<file path="config.mk">
export PLATFORM = sky130hd
export DESIGN_NAME = ftree_rcfg
export DESIGN_NICKNAME = d
export VERILOG_FILES = /design/src/rtl/ftree_rcfg.sv
export SDC_FILE = /design/constraint.sdc
export NUM_CORES = 1
export LEC_CHECK = 0
export BUFFER_PORTS_ARGS = -buffer_cell sky130_fd_sc_hd__clkbuf_2
export CORE_MARGIN = 10
export CORE_UTILIZATION = 61
export CTS_BUF_LIST = sky130_fd_sc_hd__clkbuf_4
export DETAILED_ROUTE_END_ITERATION = 10
export MAX_ROUTING_LAYER = met4
export PLACE_DENSITY = 0.93
export SKIP_LAST_GASP = 1
export SLEW_MARGIN = 20
export SYNTH_ARGS = -nofsm -noshare
export SYNTH_HDL_FRONTEND = slang
export SYNTH_SLANG_ARGS = --single-unit
</file>
<file path="constraint.sdc">
create_clock -name clk -period 3.1 [get_ports clk]
set_input_delay 0.465 -clock clk [delete_from_list [all_inputs] [get_ports clk]]
set_output_delay 0.465 -clock clk [all_outputs]
set_load 0.05 [all_outputs]
</file>
<file path="src/rtl/ftree_rcfg.sv">
module ftree_rcfg #(
  parameter int K = 4,
  parameter int N = 3,
  parameter int SW = (N > 1) ? $clog2(N) : 1
) (
  input  logic                          clk,
  input  logic                          rst_n,
  input  logic                          start_i,
  input  logic [SW-1:0]                 stage_i,
  input  logic [(N-1)*$clog2(K)-1:0]    sw_id_i,
  input  logic                          det_mode_i,
  output logic                          wr_en_o,
  output logic [$clog2(2*K)-1:0]        wr_port_o,
  output logic [1:0]                    wr_sel_o,
  output logic [((N*$clog2(K)) > (2*K) ? N*$clog2(K) : 2*K)-1:0] wr_data_o,
  output logic                          busy_o,
  output logic                          done_o
);
  localparam int R   = $clog2(K);
  localparam int DW  = N * R;
  localparam int IW  = (N - 1) * R;
  localparam int NP  = 2 * K;
  localparam int PW  = $clog2(NP);
  localparam int WDW = (DW > NP) ? DW : NP;
  localparam int CW  = PW + 2;
  localparam logic [CW-1:0] LAST = CW'(4 * NP - 1);
  localparam logic [DW-1:0] DIGM = DW'((1 << R) - 1);
  localparam logic [NP-1:0] PREF = {{K{1'b0}}, {K{1'b1}}};

  logic [CW-1:0] cnt;
  logic [SW-1:0] st_q;
  logic [DW-1:0] ide;
  logic          det_q;
  logic [IW-1:0] id_q;

  always_ff @(posedge clk or negedge rst_n) begin
    if (!rst_n) begin
      busy_o <= 1'b0;
      done_o <= 1'b0;
      cnt    <= '0;
      st_q   <= '0;
      id_q   <= '0;
      det_q  <= 1'b0;
    end else begin
      done_o <= 1'b0;
      if (!busy_o) begin
        if (start_i) begin
          busy_o <= 1'b1;
          cnt    <= '0;
          st_q   <= stage_i;
          id_q   <= sw_id_i;
          det_q  <= det_mode_i;
        end
      end else if (cnt == LAST) begin
        busy_o <= 1'b0;
        done_o <= 1'b1;
      end else begin
        cnt <= cnt + 1'b1;
      end
    end
  end

  assign ide       = {id_q, {R{1'b0}}};
  assign wr_en_o   = busy_o;
  assign wr_port_o = cnt[CW-1:2];
  assign wr_sel_o  = cnt[1:0];

  function automatic logic [DW-1:0] dn_bound(input logic [R-1:0] d, input logic hi,
                                             input logic [SW-1:0] s, input logic [DW-1:0] e);
    logic [DW-1:0] v;
    v = '0;
    for (int j = 0; j < N; j++) begin
      if (j > int'(s))       v[j*R +: R] = e[j*R +: R];
      else if (j == int'(s)) v[j*R +: R] = d;
      else                   v[j*R +: R] = {R{hi}};
    end
    return v;
  endfunction

  logic [R-1:0]  dig;
  logic          up;
  logic [DW-1:0] val;
  logic [DW-1:0] dmask;
  logic [DW-1:0] dval;

  assign dig   = wr_port_o[R-1:0];
  assign up    = wr_port_o[PW-1];
  assign dmask = DIGM << (int'(st_q) * R);
  assign dval  = DW'(dig) << (int'(st_q) * R);

  always_comb begin
    val = '0;
    unique case (wr_sel_o)
      2'd0: if (!up)       val = dn_bound(dig, 1'b0, st_q, ide);
            else if (det_q) val = dval;
            else           val = dn_bound({R{1'b1}}, 1'b1, st_q, ide) + 1'b1;
      2'd1: if (!up)       val = dn_bound(dig, 1'b1, st_q, ide);
            else if (det_q) val = dval;
            else           val = dn_bound({R{1'b0}}, 1'b0, st_q, ide) - 1'b1;
      2'd2: val = (up && det_q) ? dmask : {DW{1'b1}};
      default: val = '0;
    endcase
  end

  assign wr_data_o = (wr_sel_o == 2'd3) ? WDW'((up && det_q) ? PREF : '0) : WDW'(val);

  AST_SEL_STEP: assert property (@(posedge clk) disable iff (!rst_n)
    wr_en_o && $past(wr_en_o) |-> wr_sel_o == $past(wr_sel_o) + 2'd1);
  AST_DONE_PULSE: assert property (@(posedge clk) disable iff (!rst_n)
    done_o |=> !done_o);
  AST_DONE_AFTER_WRITES: assert property (@(posedge clk) disable iff (!rst_n)
    done_o |-> !wr_en_o && $past(wr_en_o) && $past(wr_port_o) == PW'(NP - 1));
  AST_DOWN_PREF_ZERO: assert property (@(posedge clk) disable iff (!rst_n)
    wr_en_o && wr_sel_o == 2'd3 && !wr_port_o[PW-1] |-> wr_data_o == '0);
  AST_DET_BOUNDS_EQ: assert property (@(posedge clk) disable iff (!rst_n)
    wr_en_o && wr_sel_o == 2'd1 && wr_port_o[PW-1] && det_q |-> wr_data_o == $past(wr_data_o));
endmodule

</file>
==> results of run 1 <==
[worst min path at each step]
stage / start / to / slack, ns / depth (start not counted)
6_report: rst_n / cnt[3] / 0.06 / 1
3_3_place_gp: rst_n / done_o / 0.38 / 1
5_1_grt: rst_n / cnt[3] / 0.07 / 1
4_1_cts: rst_n / cnt[3] / 0.07 / 1
2_1_floorplan: rst_n / busy_o / 0.17 / 0
3_5_place_dp: rst_n / busy_o / 0.38 / 1
[state kept, by name, summed over array words and instances, names as in the netlist]
name / cells
st_q: 2
done_o: 1
id_q: 4
det_q: 1
cnt: 5
busy_o: 1
[per-stage QoR]
step / setup slack, ns / hold WS, ns / area [um2]
after floorplan: 0.322 / 0.169 / 1270
after global placement: 0.737 / 0.378 / 1320
after detailed placement: 0.692 / 0.385 / 1320
after CTS: 0.367 / 0.0719 / 1350
after global routing: 0.202 / 0.0722 / 1350
final: 0.364 / 0.0637 / 1350
[per-layer routing]
layer  part of all wire [%]  GRT usage (%)
met5                      0              -
met4                    1.4           6.42
met3                    6.9           3.22
met2                     51           26.3
met1                     40           16.7
[cells by family (layout without fill, tap and decap cells)]
| group | count (synthesis) | after routing | synth area share, % |
|---|---|---|---|
| DFF | 14 | 14 | 27.8 |
| buffers and inverters | 21 | 33 | 9.22 |
| adders and majority gates | 7 | 7 | 6.94 |
| muxes | 8 | 8 | 7.04 |
| xor gates and xnor gates | 7 | 7 | 4.86 |
| and+or+nand+nor | 51 | 51 | 21.5 |
| AOI/OAI and AO/OA | 43 | 43 | 22.4 |
| other | 1 | 2 | 0.297 |
[final cells by class]
class	instances	area, um2
Clock buffer	3	22.5
Clock inverter	1	3.75
Fill cell	182	614
Inverter	6	22.5
Multi-Input combinational cell	118	800
Sequential cell	14	350
Tap cell	27	33.8
Timing Repair Buffer	23	115
[synthesized netlist by cell type (3+ instances only)]
| master | count |
|---|---|
| buf_2 | 3 |
| mux2_2 | 7 |
| nor2_1 | 6 |
| nand2_1 | 13 |
| buf_4 | 7 |
| xnor2_1 | 6 |
| nand2b_1 | 4 |
| o21ai_0 | 15 |
| clkbuf_1 | 4 |
| nand3_1 | 10 |
| inv_1 | 5 |
| a21oi_1 | 8 |
| dfrtp_1 | 14 |
| nor2b_1 | 3 |
| ha_1 | 7 |
[worst max-delay path: cells and delay by family, from the launching register on]
family | cells | cell delay [ns]
compound gates | 2 | 0.34
fa+ha+maj | 1 | 0.21
buf+inv | 1 | 0.30
flops | 1 | 0.58
simple gates | 2 | 0.54
==> flow_summary.json, run 1 <==
{
  "stdcell_count": 192,
  "grt_setup_unrepaired": "false",
  "cts.sinks": 14,
  "fp.dieArea_um2": 4290,
  "grt.overflow.total": 0,
  "routed_wirelength_um": 3020,
  "clock_skew_ns": 0.00795,
  "gr-usage-all-layers_pct": 15.3,
  "async_flop_share_pct": 100,
  "slew_violations": 0,
  "hp-class": "in -> async",
  "post_cts_resized": 0,
  "synthesis.yosys.warnings": 0,
  "cts_buffer_depth": 2,
  "critical_path_class": "reg -> out",
  "grt_pass1_vias": 1190,
  "netlist_area_um2": 1260,
  "required_ns": 2.63,
  "setup_viol": 0,
  "hold_viol": 0,
  "rows": 16,
  "drtIter0Drc": 71,
  "ys.flop_type": "dfrtp_1",
  "ys_seq_area_share_pct": 27.8,
  "r2r-start": "cnt[0]",
  "max_clock_freq_ghz": 0.366,
  "fin_nets": 183,
  "max_cap_violations": 0,
  "slowest_stage": "dfrtp_1",
  "place_congestion": 0.960,
  "yosys_register_bits": 14,
  "hold_buffers": 0,
  "end_kind": "output pin",
  "dr.pass1.iters": 4,
  "antenna_found_initial": 0,
  "hpwl_um": 2330,
  "syn_inst": 152,
  "n_antenna_cell": 0,
  "placed_cells": 188,
  "synth_enable_flop_cells": 0,
  "clkSlewWorstSetupHoldPaths_ns": 0.09,
  "layout_common_cells": "clkbuf_2, dfrtp_1, o21ai_0, nand2_1, nand3_1",
  "r2r_slack_ns": 1.24,
  "core_area_um2": 1960,
  "final.min_clock_period_ns": 2.74,
  "synth.largest_area_cell": "dfrtp_1",
  "num_vias": 1175,
  "post_cts_buffers": 0,
  "endpoint": "wr_data_o[4]",
  "cts_buffers": 3,
  "r2r_cells": 8,
  "grt_max_degree": 22,
  "finalSetupTns_ns": 0,
  "synth_cell_type_count": 47,
  "placement.io_buffers": 23,
  "startpoint": "st_q[1]",
  "synthTopCellsByArea": "dfrtp_1, ha_1, mux2_2",
  "worstPathArrival_ns": 2.27,
  "critPathLaunchType": "register",
  "start_util_pct": 64.3,
  "wl_per_cell_um": 15.7,
  "drc_errors": 0,
  "worstSkewPairLatency_ns": 0.29,
  "fin_crit_sh_pct": 88.3,
  "viasPerCell": 6.12,
  "worstPathCellList": "or3_1, ha_1, o21ai_0, nand3b_1, a41oi_1, clkbuf_2",
  "synth_top_area_share_pct": 27.8,
  "syn_avg_cell_area_um2": 8.31,
  "ant_nets": 0,
  "h-tree-depth": 1,
  "cts.root.buffer_cell": "clkbuf_4",
  "grt_pass1_wl_um": 5220,
  "max_slew_margin_pct": 54.2,
  "slowest_delay_ns": 0.58,
  "pin_count": 26,
  "layout-drive-gt1-share_pct": 24.2,
  "tightest_slew_ns": 0.686,
  "die_h_um": 65.5,
  "utilization_pct": 68.7,
  "rr_endpoint": "cnt[3]",
  "die_w_um": 65.5,
  "cp_max_fo": 17,
  "cts_tree": "built",
  "status": "finished, final reports clean",
  "area_growth_syn_to_layout_pct": 6.74,
  "layout_commonest_cell": "clkbuf_2"
}
Power of run 1 is not shown: default switching activity piles up to over one toggle a cycle in this logic, so the estimate is an artifact.
==> inputs of run 2 (changes only) <==
CORE_ASPECT_RATIO = 0.9   (was unset)
==> flow_summary.json, run 2 (same netlist as run 1, synthesis figures left out) <==
{
  "status": "finished, final reports clean",
  "cts_buffers": 3,
  "utilization_pct": 69.6,
  "stdcell_count": 190,
  "hold_buffers": 0,
  "placement.io_buffers": 23,
  "fin_nets": 183,
  "largest_register": "cnt",
  "hold_viol": 0,
  "cts_buffer_depth": 2,
  "fp.dieArea_um2": 4290,
  "hp-class": "in -> async",
  "critPathLaunchType": "register",
  "largest_register_ffs": 5,
  "grt_pass1_vias": 1183,
  "grt_max_degree": 22,
  "area_growth_syn_to_layout_pct": 6.54,
  "start_util_pct": 65.3,
  "fin_crit_sh_pct": 90.3,
  "layout_commonest_cell": "clkbuf_2",
  "grt.overflow.total": 0,
  "cts_tree": "built",
  "finalSetupTns_ns": 0,
  "required_ns": 2.63,
  "drtIter0Drc": 74,
  "post_cts_resized": 0,
  "path_buf_inv": 1,
  "setup_viol": 0,
  "worstPathCellList": "ha_1, nor2_1, nand3_1, a221o_1, o211ai_2, clkbuf_2",
  "top_regs": "cnt: 5 flops, id_q: 4 flops, st_q: 2 flops",
  "final.min_clock_period_ns": 2.80,
  "grt_setup_unrepaired": "false",
  "max_slew_margin_pct": 51.9,
  "max_clock_freq_ghz": 0.357,
  "ant_nets": 0,
  "path_delay_family": "simple AND/OR/NAND/NOR gates",
  "rr_endpoint": "cnt[1]",
  "clock_skew_ns": 0.00973,
  "routed_wirelength_um": 3460,
  "cp_max_fo": 7,
  "core_area_um2": 1930,
  "tightest_slew_ns": 0.722,
  "grt_pass1_wl_um": 5780,
  "placed_cells": 186,
  "max_cap_violations": 0,
  "layout_common_cells": "clkbuf_2, dfrtp_1, o21ai_0, nand2_1, nand3_1",
  "num_vias": 1218,
  "place_congestion": 0.940,
  "slowest_stage": "dfrtp_1",
  "slowest_delay_ns": 0.49,
  "rows": 15,
  "worstSkewPairLatency_ns": 0.30,
  "wl_per_cell_um": 18.2,
  "cts.sinks": 14,
  "drc_errors": 0,
  "slew_violations": 0,
  "h-tree-depth": 1,
  "gr-usage-all-layers_pct": 17.2,
  "dr.pass1.iters": 4,
  "hpwl_um": 2500,
  "r2r_cells": 6,
  "antenna_found_initial": 0,
  "viasPerCell": 6.41,
  "hold_ws_ns": 0.0610,
  "cts.root.buffer_cell": "clkbuf_4",
  "die_h_um": 63.2,
  "r2r-start": "cnt[0]",
  "r2r_slack_ns": 1.13,
  "worstPathArrival_ns": 2.34,
  "critical_path_class": "reg -> out",
  "clkSlewWorstSetupHoldPaths_ns": 0.10,
  "die_w_um": 68.0,
  "pin_count": 26,
  "post_cts_buffers": 0,
  "n_antenna_cell": 0,
  "end_kind": "output pin",
  "layout-drive-gt1-share_pct": 24.2
}
-- run 2: how the worst max path moves through the flow --
stage,startpoint,to,slack [ns],cells after the start
floorplan,st_q[1],wr_data_o[4],0.32,7
global placement,st_q[1],wr_data_o[4],0.73,6
detailed placement,st_q[1],wr_data_o[3],0.66,7
CTS,cnt[0],wr_data_o[5],0.33,6
global route,st_q[1],wr_data_o[3],0.14,7
finish,cnt[0],wr_data_o[5],0.30,6
-- run 2: layout make-up --
cell class	count	area [um2]
Inverter	6	22.5
Clock inverter	1	3.75
Fill cell	169	588
Multi-Input combinational cell	118	800
Sequential cell	14	350
Tap cell	25	31.3
Clock buffer	3	22.5
Timing Repair Buffer	23	115
-- run 2: metal layers --
| metal | global-route usage (%) | routed length, um |
|---|---|---|
| met1 | 21.3 | 1420 |
| met2 | 26.3 | 1700 |
| met4 | 5.28 | 38 |
| met3 | 4.77 | 302 |
| met5 | - | 0 |
-- run 2: per-stage QoR --
step	area, um2	worst slack (ns)
2_1_floorplan	1270	0.322
3_3_place_gp	1320	0.729
3_5_place_dp	1320	0.660
4_1_cts	1350	0.328
5_1_grt	1350	0.143
6_report	1350	0.299
Power of run 2 is left out for the same reason.
==> inputs of run 3 (changes only) <==
GPL_TIMING_DRIVEN = 0   (was unset)
==> flow_summary.json, run 3 (same netlist as run 1, synthesis figures left out) <==
{
  "fp.dieArea_um2": 4290,
  "layout_commonest_cell": "clkbuf_2",
  "hpwl_um": 2560,
  "r2r_slack_ns": 1.18,
  "cts_buffers": 3,
  "gr-usage-all-layers_pct": 16.1,
  "hold_buffers": 0,
  "grt_pass1_wl_um": 5340,
  "place_congestion": 0.984,
  "area_growth_syn_to_layout_pct": 14.0,
  "final.min_clock_period_ns": 2.95,
  "n_antenna_cell": 0,
  "critPathLaunchType": "register",
  "required_ns": 2.63,
  "dp_slack_ns": 0.507,
  "rr_endpoint": "cnt[3]",
  "status": "finished, final reports clean",
  "placement.io_buffers": 23,
  "pin_count": 26,
  "hold_viol": 0,
  "worstSkewPairLatency_ns": 0.29,
  "largest_register": "cnt",
  "core_area_um2": 1930,
  "largest_register_ffs": 5,
  "grt_pass1_vias": 1131,
  "grt.overflow.total": 0,
  "drtIter0Drc": 109,
  "die_w_um": 68.0,
  "grt_max_degree": 15,
  "fin_nets": 198,
  "layout-drive-gt1-share_pct": 28.3,
  "ant_nets": 0,
  "layout_common_cells": "clkbuf_2, dfrtp_1, o21ai_0, nand2_1, nand3_1",
  "dr.pass1.iters": 6,
  "worstPathArrival_ns": 2.48,
  "routed_wirelength_um": 3370,
  "slew_violations": 0,
  "cts_buffer_depth": 2,
  "num_vias": 1229,
  "grt_setup_unrepaired": "false",
  "max_cap_violations": 0,
  "rows": 15,
  "r2r-start": "cnt[0]",
  "start_util_pct": 65.3,
  "finalSetupTns_ns": 0,
  "hp-class": "in -> async",
  "seq_area_um2": 350,
  "setup_viol": 0,
  "r2r_cells": 8,
  "viasPerCell": 6.00,
  "cts_tree": "built",
  "nFillCells": 138,
  "cts.sinks": 14,
  "stdcell_count": 205,
  "antenna_found_initial": 0,
  "post_cts_resized": 0,
  "post_cts_buffers": 0,
  "max_clock_freq_ghz": 0.340,
  "cp_max_fo": 10,
  "drc_errors": 0,
  "placed_cells": 201,
  "clkSlewWorstSetupHoldPaths_ns": 0.09,
  "multiInputGateArea_um2": 800,
  "clock_skew_ns": 0.00515,
  "top_regs": "cnt: 5 flops, id_q: 4 flops, st_q: 2 flops",
  "die_h_um": 63.2,
  "wl_per_cell_um": 16.4,
  "end_kind": "output pin",
  "critical_path_class": "reg -> out",
  "fin_crit_sh_pct": 95.0,
  "cts.root.buffer_cell": "clkbuf_4",
  "setup_slack_ns": 0.155,
  "h-tree-depth": 1
}
==> run 3: changes by cell type in the layout (fill, tap and decap cells not counted), sizes merged <==
cell,delta
buf,+11
clkbuf,+4
==> run 3: final cells by class <==
cell class / instances / share of cell area (%)
multi-input cells: 118 / 55.6
repair buffers: 23 / 8.00
clock buffers: 3 / 1.57
inverters: 6 / 1.57
clock inverters: 1 / 0.261
flip-flops and latches: 14 / 24.3
plain buffers: 15 / 6.52
well taps: 25 / 2.17
==> run 3: worst max-delay path: stages, from the launching register on <==
cell      delay (ns)
dfrtp_1         0.37
buf_4           0.16
buf_6           0.14
or3_1           0.37
ha_1            0.24
o21ai_0         0.21
nand3b_1        0.10
a41oi_1         0.26
clkbuf_2        0.33
==> run 3: how the worst max path moves through the flow <==
stage             from      endpoint  slack (ns)  depth (start not counted)
5_1_grt        st_q[1]  wr_data_o[4]        0.05                          8
2_1_floorplan  st_q[1]  wr_data_o[4]        0.32                          7
6_report       st_q[1]  wr_data_o[4]        0.15                          8
3_5_place_dp   st_q[1]  wr_data_o[4]        0.51                          8
3_3_place_gp   st_q[1]  wr_data_o[4]        0.57                          8
4_1_cts        st_q[1]  wr_data_o[4]        0.18                          8
==> run 3: through the flow <==
step                hold WS [ns]  instance area, um2  util, %
global route              0.0772                1440     74.4
finish                    0.0727                1440     74.4
floorplan                  0.169                1270        -
detailed placement         0.394                1410     73.1
CTS                       0.0747                1440     74.4
global placement           0.379                1410     73.1
==> run 3: routing by layer <==
layer  global-route usage [%]  vias up  routed length, um
met4                     6.78        0                 65
met3                     3.89        7                334
met2                     23.8       70               1510
li1                         -      590                  -
met5                        -        -                  0
met1                     20.1      562               1460
Power of run 3 is left out for the same reason.
